**src/rtl/edge_irq_ctrl.sv**
```systemverilog
module edge_irq_ctrl #(
  parameter int ADDR_W   = 4,
  parameter int SRC_N    = 3,
  parameter int SRC_LSB  = 8,
  parameter int FLAG_OFS = 2,
  parameter int MASK_OFS = 10
) (
  input  logic              clk,
  input  logic              rst_n,
  input  logic [SRC_N-1:0]  req_i,
  input  logic              bus_wr,
  input  logic              bus_rd,
  input  logic [ADDR_W-1:0] bus_addr,
  input  logic [15:0]       bus_wdata,
  output logic [15:0]       bus_rdata,
  output logic              irq_o
);
  localparam int SRC_MSB = SRC_LSB + SRC_N - 1;

  logic [SRC_N-1:0] sync1_q, sync2_q, prev_q, flag_q, mask_q;
  logic [SRC_N-1:0] edge_w, keep_w;
  logic             hit_flag, hit_mask;
  logic [15:0]      view_w;

  assign hit_flag = bus_addr == ADDR_W'(FLAG_OFS);
  assign hit_mask = bus_addr == ADDR_W'(MASK_OFS);
  assign edge_w   = sync2_q & ~prev_q;
  assign keep_w   = (bus_wr && hit_flag) ? bus_wdata[SRC_MSB:SRC_LSB] : '1;
  assign view_w   = hit_flag ? (16'(flag_q) << SRC_LSB) :
                    hit_mask ? (16'(mask_q) << SRC_LSB) : 16'h0000;

  always_ff @(posedge clk) begin
    if (!rst_n) begin
      sync1_q   <= '0;
      sync2_q   <= '0;
      prev_q    <= '0;
      flag_q    <= '0;
      mask_q    <= '1;
      irq_o     <= 1'b0;
      bus_rdata <= 16'h0000;
    end else begin
      sync1_q <= req_i;
      sync2_q <= sync1_q;
      prev_q  <= sync2_q;
      flag_q  <= (flag_q & keep_w) | edge_w;
      if (bus_wr && hit_mask) mask_q <= bus_wdata[SRC_MSB:SRC_LSB];
      irq_o <= |(flag_q & ~mask_q);
      if (bus_rd) bus_rdata <= view_w;
    end
  end
endmodule


```
**config.mk**
```make
export PLATFORM = sky130hd
export DESIGN_NAME = edge_irq_ctrl
export DESIGN_NICKNAME = d
export VERILOG_FILES = /design/src/rtl/edge_irq_ctrl.sv
export SDC_FILE = /design/constraint.sdc
export NUM_CORES = 1
export LEC_CHECK = 0
export BUFFER_PORTS_ARGS = -buffer_cell sky130_fd_sc_hd__buf_2
export CAP_MARGIN = 20
export CORE_ASPECT_RATIO = 0.6
export CORE_UTILIZATION = 30
export CTS_CLUSTER_DIAMETER = 150
export DETAILED_ROUTE_END_ITERATION = 16
export GPL_TIMING_DRIVEN = 0
export PLACE_DENSITY = 0.63
export SETUP_SLACK_MARGIN = 0.2
export SYNTH_ARGS = -nofsm -noshare
export SYNTH_HDL_FRONTEND = slang
export SYNTH_SLANG_ARGS = --single-unit
```
**constraint.sdc**
```tcl
create_clock -name clk -period 3.1 [get_ports clk]
set_clock_uncertainty 0.2 [all_clocks]
set_input_delay 0.155 -clock clk [delete_from_list [all_inputs] [get_ports clk]]
set_output_delay 0.155 -clock clk [all_outputs]
set_load 0.02 [all_outputs]
```
## After elaboration in Yosys (flattened, before gate mapping)

Index checks and enable logic that the tools add are counted.

| cells by class | value |
|---|---|
| shift operators | 0 |
| add/sub/neg operators | 0 |
| muxes and demuxes | 3 |
| divide/modulo/power cells | 0 |
| $mul | 0 |
| equality and inequality tests | 2 |
| reductions and logical operators | 3 |
| bitwise operators | 6 |
| magnitude comparators | 0 |

Operators with widths:

| cell | count |
|---|---|
| $mux W11 | 2 |
| $and A3 B3 Y3 | 3 |
| $not A3 Y3 | 2 |
| $eq A4 B2 Y1 const B | 1 |
| $eq A4 B4 Y1 const B | 1 |
| $mux W3 | 1 |
| $or A3 B3 Y3 | 1 |
| $reduce_or A3 Y1 | 1 |
| $logic_and A1 B1 Y1 | 2 |

| word-level totals | value |
|---|---|
| register bits | 32 |
| memory bits (read-only) | 0 |
| bits in latches | 0 |
| logic and storage cells | 21 |
| memory bits (writable) | 0 |
| memories | 0 |

## Depth between registers and ports, before layout

Gate-level depths: netlist of the first run.

| logic depth | value |
|---|---|
| depth after elaboration | 5 |
| mapped depth | 4 |

## Least setup slack after synthesis of the first run

No wires, ideal clock.

| timing | value |
|---|---|
| path type | input -> register |
| start point | in bus_addr[2] |
| end point | reg mask_q[0] |
| path slack | 1.972 ns |
| stages on the path | 3 |
| arrival time | 0.809 ns |
| data required time | 2.780 ns |
| buffers on the path | 0 |
| setup time | 0.120 ns |
| path through | and4bb_4 -> nand2_2 -> a211o_1 |

| on the way | value |
|---|---|
| longest elaborated chain between the ends | 2 |

Ends and longest elaborated chain:

| item | line | text |
|---|---|---|
| from (decl) | 13 | `input logic [ADDR_W-1:0] bus_addr,` |
| $eq A4 B4 Y1 | 26 | `assign hit_mask = bus_addr == ADDR_W'(MASK_OFS);` |
| $logic_and A1 B1 Y1 | 46 | `if (bus_wr && hit_mask) mask_q <= bus_wdata[SRC_MSB:SRC_LSB];` |
| to (signal assigned) | 46 |  |
| to (decl) | 20 | `logic [SRC_N-1:0] sync1_q, sync2_q, prev_q, flag_q, mask_q;` |

Every way passes these cells.
A chain may end at the register's enable or synchronous reset.

==> metrics, run 1 <==
CP max stage cell=sky130_fd_sc_hd__dlygate4sd3_1; maximum buffer depth of the clock tree=2; cell type with the highest aggregate area in the netlist=sky130_fd_sc_hd__dfxtp_1; fill count=234; cells after synthesis=79; largest net degree at the start of global routing=12; routability congestion estimate from global placement=0.787; share of final-layout standard cells stronger than drive strength 1=30.8%; sequential standard cell area=380 um2; top cells by area in the synthesized netlist=sky130_fd_sc_hd__dfxtp_1, sky130_fd_sc_hd__buf_4, sky130_fd_sc_hd__and2_1; number of antenna violations at the first check in global routing=0; Reg2Reg Depth=3; synthesized area=788 um2; TritonCTS Buffers=3; Placement Cell Area=951 um2; NumNets Final=145; all-layer global routing usage=11.6%; number of top-level design ports=44; crit path capture type=flip-flop; initial standard-cell utilization of the core=33.9%; number of vias after detailed routing=631; clock transition at the register clock pins on the worst setup and hold paths after CTS=0.07 ns; Vias per Instance=4.29; Critical Path Start Type=primary input; overall die width=68.2 um; achievable clock frequency=721 MHz; final sum of negative setup slack=0 ns; estimated wirelength of the detail-placed design=1160 um; mean cell area of the mapped netlist=9.98 um2; drt initial violations=22; maximum fanout along the worst path=10; post-synthesis to final-layout area growth=34.1%; Worst Path Buf+Inv=3; chip height=41.7 um; reported leakage power=0.562 nW; sequential element share of the synthesized area=48.3%; routed wire length=1510 um; type of the setup path with the least slack=primary input to flip-flop; Hold WC Path Type=primary input to flip-flop; delay of the slowest cell on the worst path=0.51 ns; register-to-register setup slack=1.94 ns; WHS=0.0176 ns; clock root buffer=sky130_fd_sc_hd__clkbuf_8; DIE AREA=2840 um2; Worst path top cell family by delay=buffers and inverters; stages on the worst setup path=5; diode insertion count for antenna repair=0; cells along the critical path=dlygate4sd3_1 -> buf_2 -> clkbuf_1 -> o311ai_1 -> o21ai_1; final worst-path cycle share=44.7%; hold violation count in the final report=0; number of buffers added on ports=16; Worst EP required=3.09 ns; wire length of the first global-routing pass=2380 um; commonest cells in the synthesized netlist=sky130_fd_sc_hd__dfxtp_1, sky130_fd_sc_hd__buf_4, sky130_fd_sc_hd__inv_1; Yosys warnings=0; unrepaired setup endpoints after global routing=no; number of post-CTS setup repair buffers=0; P per Cell Area=467 nW/um2; drc violations=0; leading register cell type out of synthesis=sky130_fd_sc_hd__dfxtp_1; number of flops mapped to enable cells by yosys=0; worst hold path depth=3; DRT Pass-1 Iters=4; multi-input logic area=310 um2; number of nets with antenna violations after routing=0; run status=finished clean; total power of the final layout=0.493 mW; Remaining Overflow, GRT=0; number of levels in the clock H-tree=1; count leader, synth=sky130_fd_sc_hd__dfxtp_1; count of different cell masters after synthesis=19; fraction of registers with async set/reset=0%; worst-case vdd ir drop=0.239 mV; maxcap violations=0; drt wl/cell=10.3 um; data arrival time at the worst-slack endpoint=1.38 ns; CTS tree=done; final period demand of the worst path=1.39 ns; area share of the largest cell type after synthesis=48.3%; number of sinks on the clock net=19; hold bufs inserted after CTS=6; Skew-Pair Late Insertion Delay=0.25 ns; fraction of the core area covered by cells at the end of the flow=45.5%; setup violation total in the final timing report=0; count of state elements after synthesis=19; num rows=13; final number of max-transition violations=0; post-cts repair resize count=0; Core Region=2330 um2; total non-filler cell area in the finished layout=1060 um2; number of global-route vias before repair=538
## placed cells by master, fill, tap and decap left out
master | synthesis | layout
sky130_fd_sc_hd__clkbuf_8 | 0 | 3
sky130_fd_sc_hd__nor2_1 | 4 | 4
sky130_fd_sc_hd__clkinv_2 | 0 | 1
sky130_fd_sc_hd__nand4bb_1 | 2 | 2
sky130_fd_sc_hd__o21ai_1 | 3 | 3
sky130_fd_sc_hd__a222oi_1 | 1 | 1
sky130_fd_sc_hd__nand2_1 | 3 | 3
sky130_fd_sc_hd__dlygate4sd3_1 | 0 | 6
sky130_fd_sc_hd__clkbuf_1 | 1 | 1
sky130_fd_sc_hd__o311ai_1 | 3 | 3
sky130_fd_sc_hd__buf_2 | 0 | 16
sky130_fd_sc_hd__a211o_1 | 3 | 3
sky130_fd_sc_hd__inv_1 | 8 | 8
sky130_fd_sc_hd__mux2i_1 | 3 | 3
sky130_fd_sc_hd__buf_4 | 13 | 13
sky130_fd_sc_hd__dfxtp_1 | 19 | 19
sky130_fd_sc_hd__buf_6 | 1 | 1
sky130_fd_sc_hd__and4bb_4 | 1 | 1
sky130_fd_sc_hd__a2bb2oi_1 | 3 | 3
sky130_fd_sc_hd__and3_1 | 3 | 3
sky130_fd_sc_hd__nand2_2 | 1 | 1
sky130_fd_sc_hd__conb_1 | 1 | 13
sky130_fd_sc_hd__and2_1 | 6 | 6
## tightest hold or removal path: stages
cell                       delay (ns)
sky130_fd_sc_hd__buf_2           0.10
sky130_fd_sc_hd__o311ai_1        0.11
sky130_fd_sc_hd__o21ai_1         0.07
## layer usage
| layer | GRT usage, % | up-vias | share of wire (%) |
|---|---|---|---|
| met5 | 0 | - | 0 |
| met4 | 3.75 | 0 | 0.99 |
| met3 | 5.77 | 5 | 9.3 |
| met2 | 18.0 | 29 | 44 |
| met1 | 13.7 | 282 | 46 |
| li1 | - | 315 | - |
## report_power, final
group          internal, mW  switching, mW
logic                0.0336         0.0336
registers             0.253        0.00390
clock network        0.0893         0.0805
total                 0.376          0.118
## per-stage QoR
| stage | std cells | setup slack [ns] |
|---|---|---|
| 4_1_cts | 147 | 1.70 |
| 3_3_place_gp | 137 | 1.80 |
| 3_5_place_dp | 137 | 1.78 |
| 6_report | 147 | 1.71 |
| 2_1_floorplan | 91 | 1.97 |
| 5_1_grt | 147 | 1.59 |
## path summary, 6_finish.rpt
| kind | startpoint | to |
|---|---|---|
| hold / removal | bus_wdata[8] | flag_q[0] |
| setup reg to reg | mask_q[0] | irq_o |
| setup / recovery | rst_n | flag_q[0] |
| hold reg to reg | prev_q[2] | flag_q[2] |
## state kept, by name (all words and copies together), names as in the netlist
register and cells:
bus_rdata 3, prev_q 3, mask_q 3, irq_o 1
sync1_q 3, sync2_q 3, flag_q 3
## final cells by class
type                            count  area share [%]
Sequential cell                    19            36.0
Clock inverter                      1           0.473
Timing Repair Buffer               22            13.3
Multi-Input combinational cell     49            29.3
Buffer                             15            10.7
Tap cell                           30            3.55
Inverter                            8            2.84
Clock buffer                        3            3.91
## kinds of logic after synthesis
group / after synthesis / synth area share, %
buffers and inverters: 23 / 18.1
other: 1 / 0.476
multiplexers: 3 / 3.81
AND/OR/NAND/NOR: 20 / 16.2
flip-flops: 19 / 48.3
AO/OA/AOI/OAI: 13 / 13.2
Power figures use the tool's default switching activity.
==> run 2: changes to the inputs <==
ABC_AREA = 1   (was not set)
PLACE_DENSITY = 0.64   (was 0.63)
clock period = 1.2 ns   (was 3.1 ns; I/O delays follow)
==> metrics, run 2 <==
Vias per Instance=3.90; hold bufs inserted after CTS=3; reported leakage power=0.667 nW; initial standard-cell utilization of the core=33.1%; overall die width=71.3 um; maxcap violations=0; routed wire length=1430 um; data arrival time at the worst-slack endpoint=0.70 ns; Hold WC Path Type=primary input to flip-flop; post-synthesis to final-layout area growth=31.7%; wire length of the first global-routing pass=2480 um; DIE AREA=3100 um2; setup violation total in the final timing report=0; count leader, synth=sky130_fd_sc_hd__inv_1; achievable clock frequency=1040 MHz; P per Cell Area=1150 nW/um2; maximum fanout along the worst path=2; unrepaired setup endpoints after global routing=yes; number of global-route vias before repair=630; sequential element share of the synthesized area=44.1%; all-layer global routing usage=10.7%; violations in the final reports=DRC, hold timing; cells along the critical path=buf_6; num rows=14; most used cells in the layout excluding fill and tap cells=sky130_fd_sc_hd__inv_1, sky130_fd_sc_hd__nand2_1, sky130_fd_sc_hd__nand3_1, sky130_fd_sc_hd__buf_4, sky130_fd_sc_hd__dfxtp_1; cells after synthesis=118; share of final-layout standard cells stronger than drive strength 1=29.2%; Worst path top cell family by delay=flip-flops; commonest cells in the synthesized netlist=sky130_fd_sc_hd__inv_1, sky130_fd_sc_hd__nand2_1, sky130_fd_sc_hd__dfxtp_1; NumNets Final=182; maximum buffer depth of the clock tree=2; number of flops mapped to enable cells by yosys=0; number of sinks on the clock net=19; Yosys warnings=0; final sum of negative setup slack=0 ns; clock transition at the register clock pins on the worst setup and hold paths after CTS=0.07 ns; Worst Path Buf+Inv=1; number of buffers added on ports=16; TritonCTS Buffers=3; sequential standard cell area=385 um2; chip height=43.6 um; register-to-register setup slack=0.25 ns; DRT Pass-1 Iters=10; drt initial violations=50; clock root buffer=sky130_fd_sc_hd__clkbuf_8; number of antenna violations at the first check in global routing=0; largest net degree at the start of global routing=11; worst-case vdd ir drop=0.853 mV; fraction of the core area covered by cells at the end of the flow=43.6%; final worst-path cycle share=80.3%; routability congestion estimate from global placement=0.809; synthesized area=863 um2; multi-input logic area=328 um2; run status=finished with violations; final period demand of the worst path=0.963 ns; drc violations=4; count of different cell masters after synthesis=14; top cells by area in the synthesized netlist=sky130_fd_sc_hd__dfxtp_1, sky130_fd_sc_hd__buf_4, sky130_fd_sc_hd__nand3_1; number of levels in the clock H-tree=1; leading cell type in the layout, fill and taps excluded=sky130_fd_sc_hd__inv_1; leading register cell type out of synthesis=sky130_fd_sc_hd__dfxtp_1; fraction of registers with async set/reset=0%; number of vias after detailed routing=726; estimated wirelength of the detail-placed design=1100 um; number of top-level design ports=44; count of state elements after synthesis=19; WHS=-0.143 ns; fill count=264; Core Region=2610 um2; Worst EP required=0.94 ns; Remaining Overflow, GRT=0; diode insertion count for antenna repair=0; Placement Cell Area=1030 um2; Critical Path Start Type=flip-flop; number of nets with antenna violations after routing=0; total non-filler cell area in the finished layout=1140 um2; Skew-Pair Late Insertion Delay=0.26 ns; CP max stage cell=sky130_fd_sc_hd__dfxtp_2; hold violation count in the final report=12; type of the setup path with the least slack=flip-flop to output port; area share of the largest cell type after synthesis=44.1%; CTS tree=done; cell type with the highest aggregate area in the netlist=sky130_fd_sc_hd__dfxtp_1; delay of the slowest cell on the worst path=0.34 ns; crit path capture type=output port; mean cell area of the mapped netlist=7.32 um2; drt wl/cell=7.69 um; final number of max-transition violations=0
[run 2: changes by cell type after synthesis, moves of 6 or more]
| cell | delta |
|---|---|
| sky130_fd_sc_hd__nand2_1 | +18 |
| sky130_fd_sc_hd__nand3_1 | +18 |
| sky130_fd_sc_hd__inv_1 | +16 |
| sky130_fd_sc_hd__and2_1 | -6 |
[run 2: per-stage QoR]
stage | hold WS (ns) | std cells | power, mW | setup slack, ns
floorplan | -0.0465 | 130 | 0.815 | 0.261
global route | -0.140 | 186 | 1.38 | 0.183
global placement | 0.0362 | 178 | 0.860 | 0.186
finish | -0.143 | 186 | 1.30 | 0.237
detailed placement | 0.0441 | 178 | 0.863 | 0.180
CTS | -0.150 | 185 | 1.32 | 0.204
[run 2: final timing paths]
check	from	cells after the start	end
max	bus_rdata[9]	1	bus_rdata[9]
min	bus_wdata[9]	3	mask_q[1]
max reg2reg	mask_q[1]	5	irq_o
min reg2reg	sync1_q[2]	2	sync2_q[2]
[run 2: repair_timing]
action / 4_1_cts / 5_1_grt
pin swaps: 0 / 1
setup buffers: 0 / 1
endpoints found under the setup margin: 4 / 5
resized for setup: 7 / 7
hold endpoints to repair: 15 / 12
[run 2: cell families after synthesis]
kind of cell / Yosys count / synth area share, %
buffers and inverters: 39 / 23.2
AO/OA/AOI/OAI: 2 / 1.16
flip-flops: 19 / 44.1
AND/OR/NAND/NOR: 57 / 31.2
other: 1 / 0.434
[run 2: final cells by class]
type	count	area share, %
Timing Repair Buffer	20	12.2
Sequential cell	19	33.9
Multi-Input combinational cell	72	28.8
Tap cell	32	3.52
Buffer	15	9.68
Clock buffer	4	3.96
Inverter	24	7.92
[run 2: power breakdown]
group | switching, mW | internal, mW | leakage [nW]
Clock | 0.201 | 0.236 | 0.0228
Combinational | 0.110 | 0.0866 | 0.487
Sequential | 0.0130 | 0.658 | 0.156
[run 2: per-layer routing]
metal  track usage (%)  up-vias  part of all wire [%]  wire (um)
met5                 0        -                     0          0
met4              3.60        0                  0.56          8
met3              5.81        2                   7.7        110
met2              16.8       22                    43        615
met1              12.7      303                    49        696
li1                  -      399                     -          -
